==> config.mk <==
export PLATFORM = sky130hd
export DESIGN_NAME = pgw_splitter
export DESIGN_NICKNAME = d
export VERILOG_FILES = /design/src/rtl/pgw_pkg.sv /design/src/rtl/pgw_chunk_calc.sv /design/src/rtl/pgw_range_chk.sv /design/src/rtl/pgw_splitter.sv
export SDC_FILE = /design/constraint.sdc
export NUM_CORES = 1
export LEC_CHECK = 0
export ABC_AREA = 1
export ABC_CLOCK_PERIOD_IN_PS = 6300
export BUFFER_PORTS_ARGS = -buffer_cell sky130_fd_sc_hd__buf_2
export CAP_MARGIN = 20
export CORE_ASPECT_RATIO = 0.6
export CORE_UTILIZATION = 63
export DETAILED_ROUTE_END_ITERATION = 12
export MAX_ROUTING_LAYER = met4
export PLACE_DENSITY = 0.88
export REMOVE_ABC_BUFFERS = 1
export SYNTH_ARGS = -nofsm -noshare
export SYNTH_HDL_FRONTEND = slang
export SYNTH_SLANG_ARGS = --single-unit
==> constraint.sdc <==
create_clock -name clk -period 6.3 [get_ports clk]
set_clock_uncertainty 0.05 [all_clocks]
set_input_delay 0.315 -clock clk [delete_from_list [all_inputs] [get_ports clk]]
set_output_delay 0.315 -clock clk [all_outputs]
set_load 0.02 [all_outputs]
==> src/rtl/pgw_pkg.sv <==
package pgw_pkg;

   typedef enum logic [2:0] {
      ST_IDLE,
      ST_ISSUE,
      ST_XFER,
      ST_WAIT,
      ST_DONE
   } pgw_state_e;

   typedef enum logic [1:0] {
      WR_OK     = 2'd0,
      WR_REJECT = 2'd1,
      WR_FAIL   = 2'd2
   } pgw_status_e;

endpackage

==> src/rtl/pgw_chunk_calc.sv <==
// Length of the next program chunk: the bytes left, clipped at the page end.
module pgw_chunk_calc #(
   parameter int PAGE_BITS = 8,
   parameter int LEN_W     = 16
) (
   input  logic [PAGE_BITS-1:0] page_off,
   input  logic [LEN_W-1:0]     remain,
   output logic [PAGE_BITS:0]   chunk_len
);
   localparam int CL_W = PAGE_BITS + 1;
   localparam int CW   = (LEN_W > CL_W) ? LEN_W : CL_W;

   logic [CL_W-1:0] room;
   logic [CW-1:0]   remain_x;
   logic [CW-1:0]   room_x;
   logic            fits;

   // Bytes from the offset up to the next boundary: 1 .. 2**PAGE_BITS
   assign room = (CL_W'(1) << PAGE_BITS) - {1'b0, page_off};

   generate
      if (LEN_W >= CL_W) begin : g_wide_len
         assign remain_x = remain;
         assign room_x   = CW'(room);
      end else begin : g_narrow_len
         assign remain_x = CW'(remain);
         assign room_x   = room;
      end
   endgenerate

   assign fits      = (remain_x <= room_x);
   assign chunk_len = fits ? CL_W'(remain_x) : room;

endmodule

==> src/rtl/pgw_range_chk.sv <==
// Screens a request against the device size. Meaningful only for length > 0.
module pgw_range_chk #(
   parameter int              ADDR_W    = 24,
   parameter int              LEN_W     = 16,
   parameter longint unsigned DEV_BYTES = 64'd1 << 20
) (
   input  logic [ADDR_W-1:0] start_addr,
   input  logic [LEN_W-1:0]  length,
   output logic              in_range
);
   localparam int SW       = ((ADDR_W > LEN_W) ? ADDR_W : LEN_W) + 2;
   localparam int DEV_LOG2 = $clog2(DEV_BYTES);
   localparam bit DEV_POW2 = ((64'd1 << DEV_LOG2) == DEV_BYTES);

   logic [SW-1:0] end_excl;

   assign end_excl = SW'(start_addr) + SW'(length);

   generate
      if (DEV_POW2) begin : g_pow2
         // The last byte touched must have no bits at or above the size bit
         logic [SW-1:0] last_byte;
         assign last_byte = end_excl - SW'(1);
         assign in_range  = ((last_byte >> DEV_LOG2) == '0);
      end else begin : g_any
         assign in_range = (end_excl <= SW'(DEV_BYTES));
      end
   endgenerate

endmodule

==> src/rtl/pgw_splitter.sv <==
module pgw_splitter
   import pgw_pkg::*;
#(
   parameter int              ADDR_W    = 24,
   parameter int              LEN_W     = 16,
   parameter int              DATA_W    = 8,
   parameter int              PAGE_BITS = 8,
   parameter longint unsigned DEV_BYTES = 64'd1 << 20
) (
   input  logic                 clk,
   input  logic                 rst_n,
   input  logic                 req_valid,
   output logic                 req_ready,
   input  logic [ADDR_W-1:0]    req_addr,
   input  logic [LEN_W-1:0]     req_len,
   input  logic                 din_valid,
   output logic                 din_ready,
   input  logic [DATA_W-1:0]    din_data,
   output logic                 chk_valid,
   input  logic                 chk_ready,
   output logic [ADDR_W-1:0]    chk_addr,
   output logic [PAGE_BITS:0]   chk_len,
   output logic                 dout_valid,
   input  logic                 dout_ready,
   output logic [DATA_W-1:0]    dout_data,
   input  logic                 seq_done,
   input  logic                 seq_err,
   output logic                 wr_done,
   output logic [1:0]           wr_status,
   output logic [LEN_W-1:0]     wr_count
);
   localparam int CL_W = PAGE_BITS + 1;

   // Elaboration-time parameter screening
   generate
      if (PAGE_BITS < 1) begin : g_bad_page
         $error("pgw_splitter: PAGE_BITS must be at least 1");
      end
      if (ADDR_W <= PAGE_BITS) begin : g_bad_addr
         $error("pgw_splitter: ADDR_W must exceed PAGE_BITS");
      end
      if (LEN_W < 1 || DATA_W < 1) begin : g_bad_width
         $error("pgw_splitter: LEN_W and DATA_W must be positive");
      end
      if (DEV_BYTES == 0 || DEV_BYTES > (64'd1 << ADDR_W)) begin : g_bad_dev
         $error("pgw_splitter: DEV_BYTES must lie in 1 .. 2**ADDR_W");
      end
   endgenerate

   pgw_state_e        state;
   pgw_status_e       status;
   logic [ADDR_W-1:0] cur_addr;
   logic [LEN_W-1:0]  remain;
   logic [CL_W-1:0]   cur_len;
   logic [CL_W-1:0]   left;
   logic [LEN_W-1:0]  count;
   logic [CL_W-1:0]   next_len;
   logic              req_in_range;
   logic              last_chunk;

   pgw_chunk_calc #(
      .PAGE_BITS (PAGE_BITS),
      .LEN_W     (LEN_W)
   ) u_calc (
      .page_off  (cur_addr[PAGE_BITS-1:0]),
      .remain    (remain),
      .chunk_len (next_len)
   );

   pgw_range_chk #(
      .ADDR_W    (ADDR_W),
      .LEN_W     (LEN_W),
      .DEV_BYTES (DEV_BYTES)
   ) u_range (
      .start_addr (req_addr),
      .length     (req_len),
      .in_range   (req_in_range)
   );

   assign last_chunk = (remain == LEN_W'(cur_len));

   always_ff @(posedge clk or negedge rst_n) begin
      if (!rst_n) begin
         state    <= ST_IDLE;
         status   <= WR_OK;
         cur_addr <= '0;
         remain   <= '0;
         cur_len  <= '0;
         left     <= '0;
         count    <= '0;
      end else begin
         case (state)
            ST_IDLE: begin
               if (req_valid) begin
                  cur_addr <= req_addr;
                  remain   <= req_len;
                  count    <= '0;
                  if (req_len == '0) begin
                     status <= WR_OK;
                     state  <= ST_DONE;
                  end else if (!req_in_range) begin
                     status <= WR_REJECT;
                     state  <= ST_DONE;
                  end else begin
                     status <= WR_OK;
                     state  <= ST_ISSUE;
                  end
               end
            end
            ST_ISSUE: begin
               if (chk_ready) begin
                  cur_len <= next_len;
                  left    <= next_len;
                  state   <= ST_XFER;
               end
            end
            ST_XFER: begin
               if (din_valid && dout_ready) begin
                  left <= left - CL_W'(1);
                  if (left == CL_W'(1)) begin
                     state <= ST_WAIT;
                  end
               end
            end
            ST_WAIT: begin
               if (seq_done) begin
                  if (seq_err) begin
                     status <= WR_FAIL;
                     state  <= ST_DONE;
                  end else begin
                     count    <= count + LEN_W'(cur_len);
                     cur_addr <= cur_addr + ADDR_W'(cur_len);
                     remain   <= remain - LEN_W'(cur_len);
                     state    <= last_chunk ? ST_DONE : ST_ISSUE;
                  end
               end
            end
            ST_DONE: begin
               state <= ST_IDLE;
            end
            default: begin
               state <= ST_IDLE;
            end
         endcase
      end
   end

   assign req_ready  = (state == ST_IDLE);
   assign chk_valid  = (state == ST_ISSUE);
   assign chk_addr   = cur_addr;
   assign chk_len    = next_len;
   assign din_ready  = (state == ST_XFER) && dout_ready;
   assign dout_valid = (state == ST_XFER) && din_valid;
   assign dout_data  = din_data;
   assign wr_done    = (state == ST_DONE);
   assign wr_status  = status;
   assign wr_count   = count;

endmodule

Yosys cells after proc, flatten, opt, wreduce, memory -nomap -nowiden:

Index checks and enable logic that the tools add are counted.

* flip-flop bits (word level): 79
* input port bits: 56
* output and inout bits: 64
* word-level logic and storage cells: 73

* add/subtract/negate cells: 7
* order comparisons: 1
* equal/unequal tests: 13
* mux-type cells: 32
* reduce and logical (&&, ||, !) cells: 13

Operators by type and width (number)
* 16-bit two-way mux: 6
* 24-bit two-way mux: 3
* 16-bit case mux with 2 select lines: 2
* 24-bit case mux with 2 select lines: 1
* 3-bit two-way mux: 9
* 9-bit two-way mux: 3
* 26-bit zero test: 1
* 26-bit by 1-bit subtractor with 26-bit output (second input constant): 1
* 24-bit by 16-bit adder with 25-bit output: 1
* 24-bit by 9-bit adder with 24-bit output: 1
* 9-bit case mux with 2 select lines: 1
* 16-bit by 9-bit adder with 16-bit output: 1
* 16-bit by 9-bit == test with 1-bit output: 1
* 16-bit by 9-bit <= comparator with 1-bit output: 1
* 16-bit zero test: 1
* 16-bit by 9-bit subtractor with 16-bit output: 1
* 2-bit inequality test (second input constant): 6
* 3-bit case mux with 4 select lines: 1
* 9-bit by 1-bit == test with 1-bit output (second input constant): 1
* 9-bit by 1-bit subtractor with 9-bit output (second input constant): 1
* 9-bit by 8-bit subtractor with 9-bit output (first input constant): 1
* 4-bit AND reduction: 2
* 3-bit by 2-bit == test with 1-bit output (second input constant): 2
* 2-bit two-way mux: 3
* 11 further kinds: 15

Depth between registers and ports, before layout:

* depth after elaboration: 7
* mapped depth: 21
* mapped depth without buffers: 21

Cells and area by module:

Synthesis repeated with hierarchy kept, for this count alone.

* cell total of the unflattened synthesis: 1400
* area total of the unflattened synthesis: 8431.8 µm²

By module, submodules not included
* pgw_splitter: times used 1, cells each 918, area each 5983.2 µm², seq. area each 1976.9 µm²
* pgw_range_chk: times used 1, cells each 379, area each 1836.8 µm², seq. area each 0.0 µm²
* pgw_chunk_calc: times used 1, cells each 103, area each 611.8 µm², seq. area each 0.0 µm²

Worst setup path after synthesis:

Ideal clock, no wire load.

* kind: register to output
* start: reg cur_addr[1] (netlist: chk_addr[1])
* end: out chk_len[2]
* arrival: 2.777 ns
* data required time: 5.935 ns
* slack: 3.158 ns
* cell stages (with the launch flop): 14
* path buffers: 1
* cell sequence: dfrtp_1 inv_1 ha_1 nand2_1 nor3_1 xor2_1 ha_1 nand4_1 o221ai_1 nand2_1 nand2_1 nand2_1 buf_2 o21ai_0

* cells in the longest elaborated chain, start to end: 3

Ends and longest elaborated chain
* from (decl): line pgw_splitter.sv:52 `logic [ADDR_W-1:0] cur_addr;`
* from (signal assigned): line pgw_splitter.sv:95 `cur_addr <= req_addr;`
* from (signal assigned): line pgw_splitter.sv:132 `cur_addr <= cur_addr + ADDR_W'(cur_len);`
* 9-bit by 8-bit subtractor with 9-bit output *: line pgw_chunk_calc.sv:19 `assign room = (CL_W'(1) << PAGE_BITS) - {1'b0, page_off};`
* 16-bit by 9-bit <= comparator with 1-bit output: line pgw_chunk_calc.sv:31 `assign fits = (remain_x <= room_x);`
* 9-bit two-way mux *: line pgw_chunk_calc.sv:32 `assign chunk_len = fits ? CL_W'(remain_x) : room;`
* to (decl): line pgw_splitter.sv:22 `output logic [PAGE_BITS:0] chk_len,`

Every way passes the cells marked *; elsewhere a longest branch is shown, timed or not.

Worst setup path in the final report:

* start: reg cur_addr[0] (netlist: chk_addr[0])
* end: out chk_len[7]

Same word-level chain as after synthesis.

==> metrics.md <==
| Metric | Value |
|---|---|
| Status | complete, no violations |
| Critical-path top delay cell | o21ai_0 |
| RSZ-0062 raised after global routing | no |
| First-pass GRT wire length | 35.26 mm |
| Max transition margin | just under 50% |
| DRT iter0 DRCs | between 700 and 800 |
| Area contributors post-synth | dfrtp_1 28%, nand2_1 14%, ha_1 9.7% |
| Worst Tran Pin Value | slightly below 800 ps |
| R2R depth | 12 |
| Final WL | around 22 mm |
| Hold Path Depth | 3 |
| Hold_sp | req_addr[7] |
| FF-to-FF setup slack | 2780 ps |
| Initial antenna violation count | 0 |
| Nets | ~1300 |
| Main combinational cell family by area after synthesis | simple AND/OR/NAND/NOR gates |
| Worst VDD drop | ~0.00045 V |
| DIE AREA | between 10000 and 15000 um2 |
| CTS sink count | between 70 and 80 |
| Starting Density | roughly two thirds |
| Max Clk Rate | 0.2539 GHz |
| CP most frequent cell | nand2_1 |
| Final period demand of the worst path | just under 4000 ps |
| CTS Hold Bufs | 0 |
| Average wire per standard cell | 16.63 um |
| Tcrit/Tclk final | a little over three fifths |
| Gr ovfl total | 0 |
| Post-synthesis sequential area ratio | 27.73% |
| Clock latency on the worst-skew pair | 340 ps |
| Buf/Inv on CP | 2 |
| Vias in the first global route | 6713 |
| Htree depth | 3 |
| Count of final hold-check violations | 0 |
| Number of diodes | 0 |
| Biggest area consumer among synthesized cells | dfrtp_1 |
| RePlAce Congestion | roughly 0.99 |
| Gr usage total | slightly below 40% |
| IO Pins | 120 |
| TritonCTS Buffers | 9 |
| Syn_area_per_cell | approximately 6.7 um2 |
| Hold EP | chk_addr[7] |
| Area grow syn2layout | 12.41% |
| Vias | about 7700 |
| PwrDens | between 400 and 500 nW/um2 |
| Setup CP Type | reg -> out |
| Width of the die | between 100 and 150 um |
| DPL Wire Length | 17.00 mm |
| DRT Pass-1 Iters | 6 |
| Core area | between 10000 and 15000 um2 |
| Crit start category | flop |
| Detail-routed via count per cell | about 5.9 |
| Final setup fails | 0 |
| Mux share of post-synthesis cell area | 0% |
| Max Cap Violations | 0 |
| Die Span Y | around 84 um |
| Compound-Gate Fraction of Synth Area | 17.25% |
| CP Data Arrival Time | roughly 3600 ps |
| Yosys reg bits | 79 |
| Final WS setup | roughly 2400 ps |
| Post-CTS Resized | 0 |
| Share of the synthesized area in the top cell type | 27.73% |
| Syn. warnings | 0 |
| Final Core Density | roughly three quarters |
| DRC | 0 |
| Worst hold path class | in -> reg |
| Crit. End Element | output port |
| Syn Inst Count | 1067 |
| Layout cells sized above 1 | 12.37% |
| Final Cell Area | between 8000 and 9000 um2 |
| CP top delay family | simple AND/OR/NAND/NOR gates |
| Top_reg_cell synth | dfrtp_1 |
| CTS tree | yes |
| Critical path peak fanout | 18 |
| Leakage | around 4.3 nW |
| Post-synth ARST share | 100.0% |
| Post-synth EDFFs | 0 |
| I/O Buffers | a little over 100 |
| Maximum clock path buffer count | 2 |
| Setup TNS | 0 ps |
| Worst EP required | 5930 ps |
| Postcts setup bufs | 0 |
| Antenna Nets Post-Route | 0 |
| Post-Synth Simple-Gate Area | 29.13% |
| Post-place setup slack | 2783 ps |
| Largest net degree at the start of global routing | 80 |
| Root Buffer | clkbuf_16 |
| Slew Viols, Final | 0 |
| Reg-to-Reg Start | state[1] |
| RR Endpoint | wr_count[13] |
| Synth Cell Area | between 7000 and 8000 um2 |
| Number of distinct library cells after synthesis | 48 |
| CP max stage delay | ~520 ps |
| Placed Instance Area | a little under 8000 um2 |
| XOR/XNOR share of the synthesized area | 3.808% |
| Post-Synth Adder-Cell Area | 10.78% |
| Clock Pin Slew Worst Setup and Hold Paths | approximately 60 ps |
| CP Cell Sequence | inv_1, ha_1, nand2_1, nor3_1, xor2_1, ha_1, nand4_1, o221ai_1, nand2_1, nand2_1, nand2_1, o21ai_0, buf_2 |
| Rows | 29 |
==> Yosys cell counts (5+ instances only) <==
master	instances
a21oi_1	60
a22oi_1	18
buf_2	8
buf_4	10
clkbuf_1	6
dfrtp_1	79
ha_1	55
inv_1	166
inv_2	8
nand2_1	274
nand3_1	54
nand3b_1	7
nand4_1	14
nor2_1	85
nor3_1	28
nor4_1	6
o211ai_1	15
o21ai_0	46
o21ai_1	47
o22ai_1	5
xnor2_1	13
xor2_1	18
==> how the worst max path moves through the flow <==
stage,startpoint,end,slack (ps),cells after the start
after detailed placement,chk_addr[0],chk_len[7],2780,13
after global placement,chk_addr[1],chk_len[1],2950,13
after floorplan,chk_addr[1],left[0],3160,14
after CTS,chk_addr[0],chk_len[7],2400,13
after global routing,chk_addr[2],chk_len[7],2000,12
final,chk_addr[0],chk_len[7],2360,13
==> power breakdown <==
| part | internal (W) | switching (W) |
|---|---|---|
| logic | 0.000839 | 0.00161 |
| clock network | 0.000279 | 0.000220 |
| registers | 0.000718 | 0.000274 |
| total | 0.00184 | 0.00210 |
==> layer usage <==
layer  part of all wire [%]  global-route usage (%)  vias to the layer above
li1                       -                       -                     3698
met1                     46                   59.85                     3486
met2                     39                   51.94                      474
met3                     14                   11.41                       32
met4                    1.2                   6.970                        0
met5                      0                       -                        -
==> state kept, by name, indices dropped and copies added (netlist names) <==
name and cells:
chk_addr 24, remain 16, wr_count 16, cur_len 9, left 9, state 3
wr_status 2
==> layout by cell type, fill, tap and decap left out, drive strengths merged, types with 4 or more instances in the layout <==
cell type / Yosys / routed
o21ai: 93 / 93
xor2: 18 / 18
a22oi: 18 / 18
clkbuf: 6 / 10
nand2: 276 / 276
nand3: 56 / 56
a22o: 4 / 4
nor2: 88 / 88
o211ai: 15 / 15
nor3: 31 / 31
fa: 4 / 4
nor4: 6 / 6
ha: 55 / 55
o221ai: 4 / 4
xnor2: 13 / 13
o22ai: 5 / 5
nand4: 14 / 14
a21oi: 62 / 62
buf: 20 / 106
inv: 174 / 175
nand3b: 7 / 7
dfrtp: 79 / 79
==> final cells by class <==
type | instances | area, um2
Multi-Input combinational cell | 788 | 4352
Fill cell | 869 | 2763
Sequential cell | 79 | 1977
Inverter | 174 | 653.1
Timing Repair Buffer | 107 | 574.3
Clock buffer | 10 | 239.0
Tap cell | 139 | 173.9
Clock inverter | 6 | 45.04
==> kinds of logic after synthesis <==
| logic type | count (synthesis) |
|---|---|
| adder cells (fa/ha/maj) | 59 |
| AO/OA/AOI/OAI | 214 |
| buffers and inverters | 200 |
| flip-flops | 79 |
| AND/OR/NAND/NOR | 484 |
| XOR/XNOR | 31 |
==> worst min-delay path, delay by kind of cell <==
kind,cells,cell delay (ps)
AO/OA/AOI/OAI,2,130
buffers and inverters,1,100
==> stage by stage <==
step	hold WS (ps)	cells	total power, W
floorplan	-30.59	1041	0.002655
global placement	463.0	1284	0.003294
detailed placement	456.0	1284	0.003354
CTS	149.2	1300	0.003875
global route	195.5	1303	0.004256
finish	190.2	1303	0.003939
(Power assumes the default switching activity.)
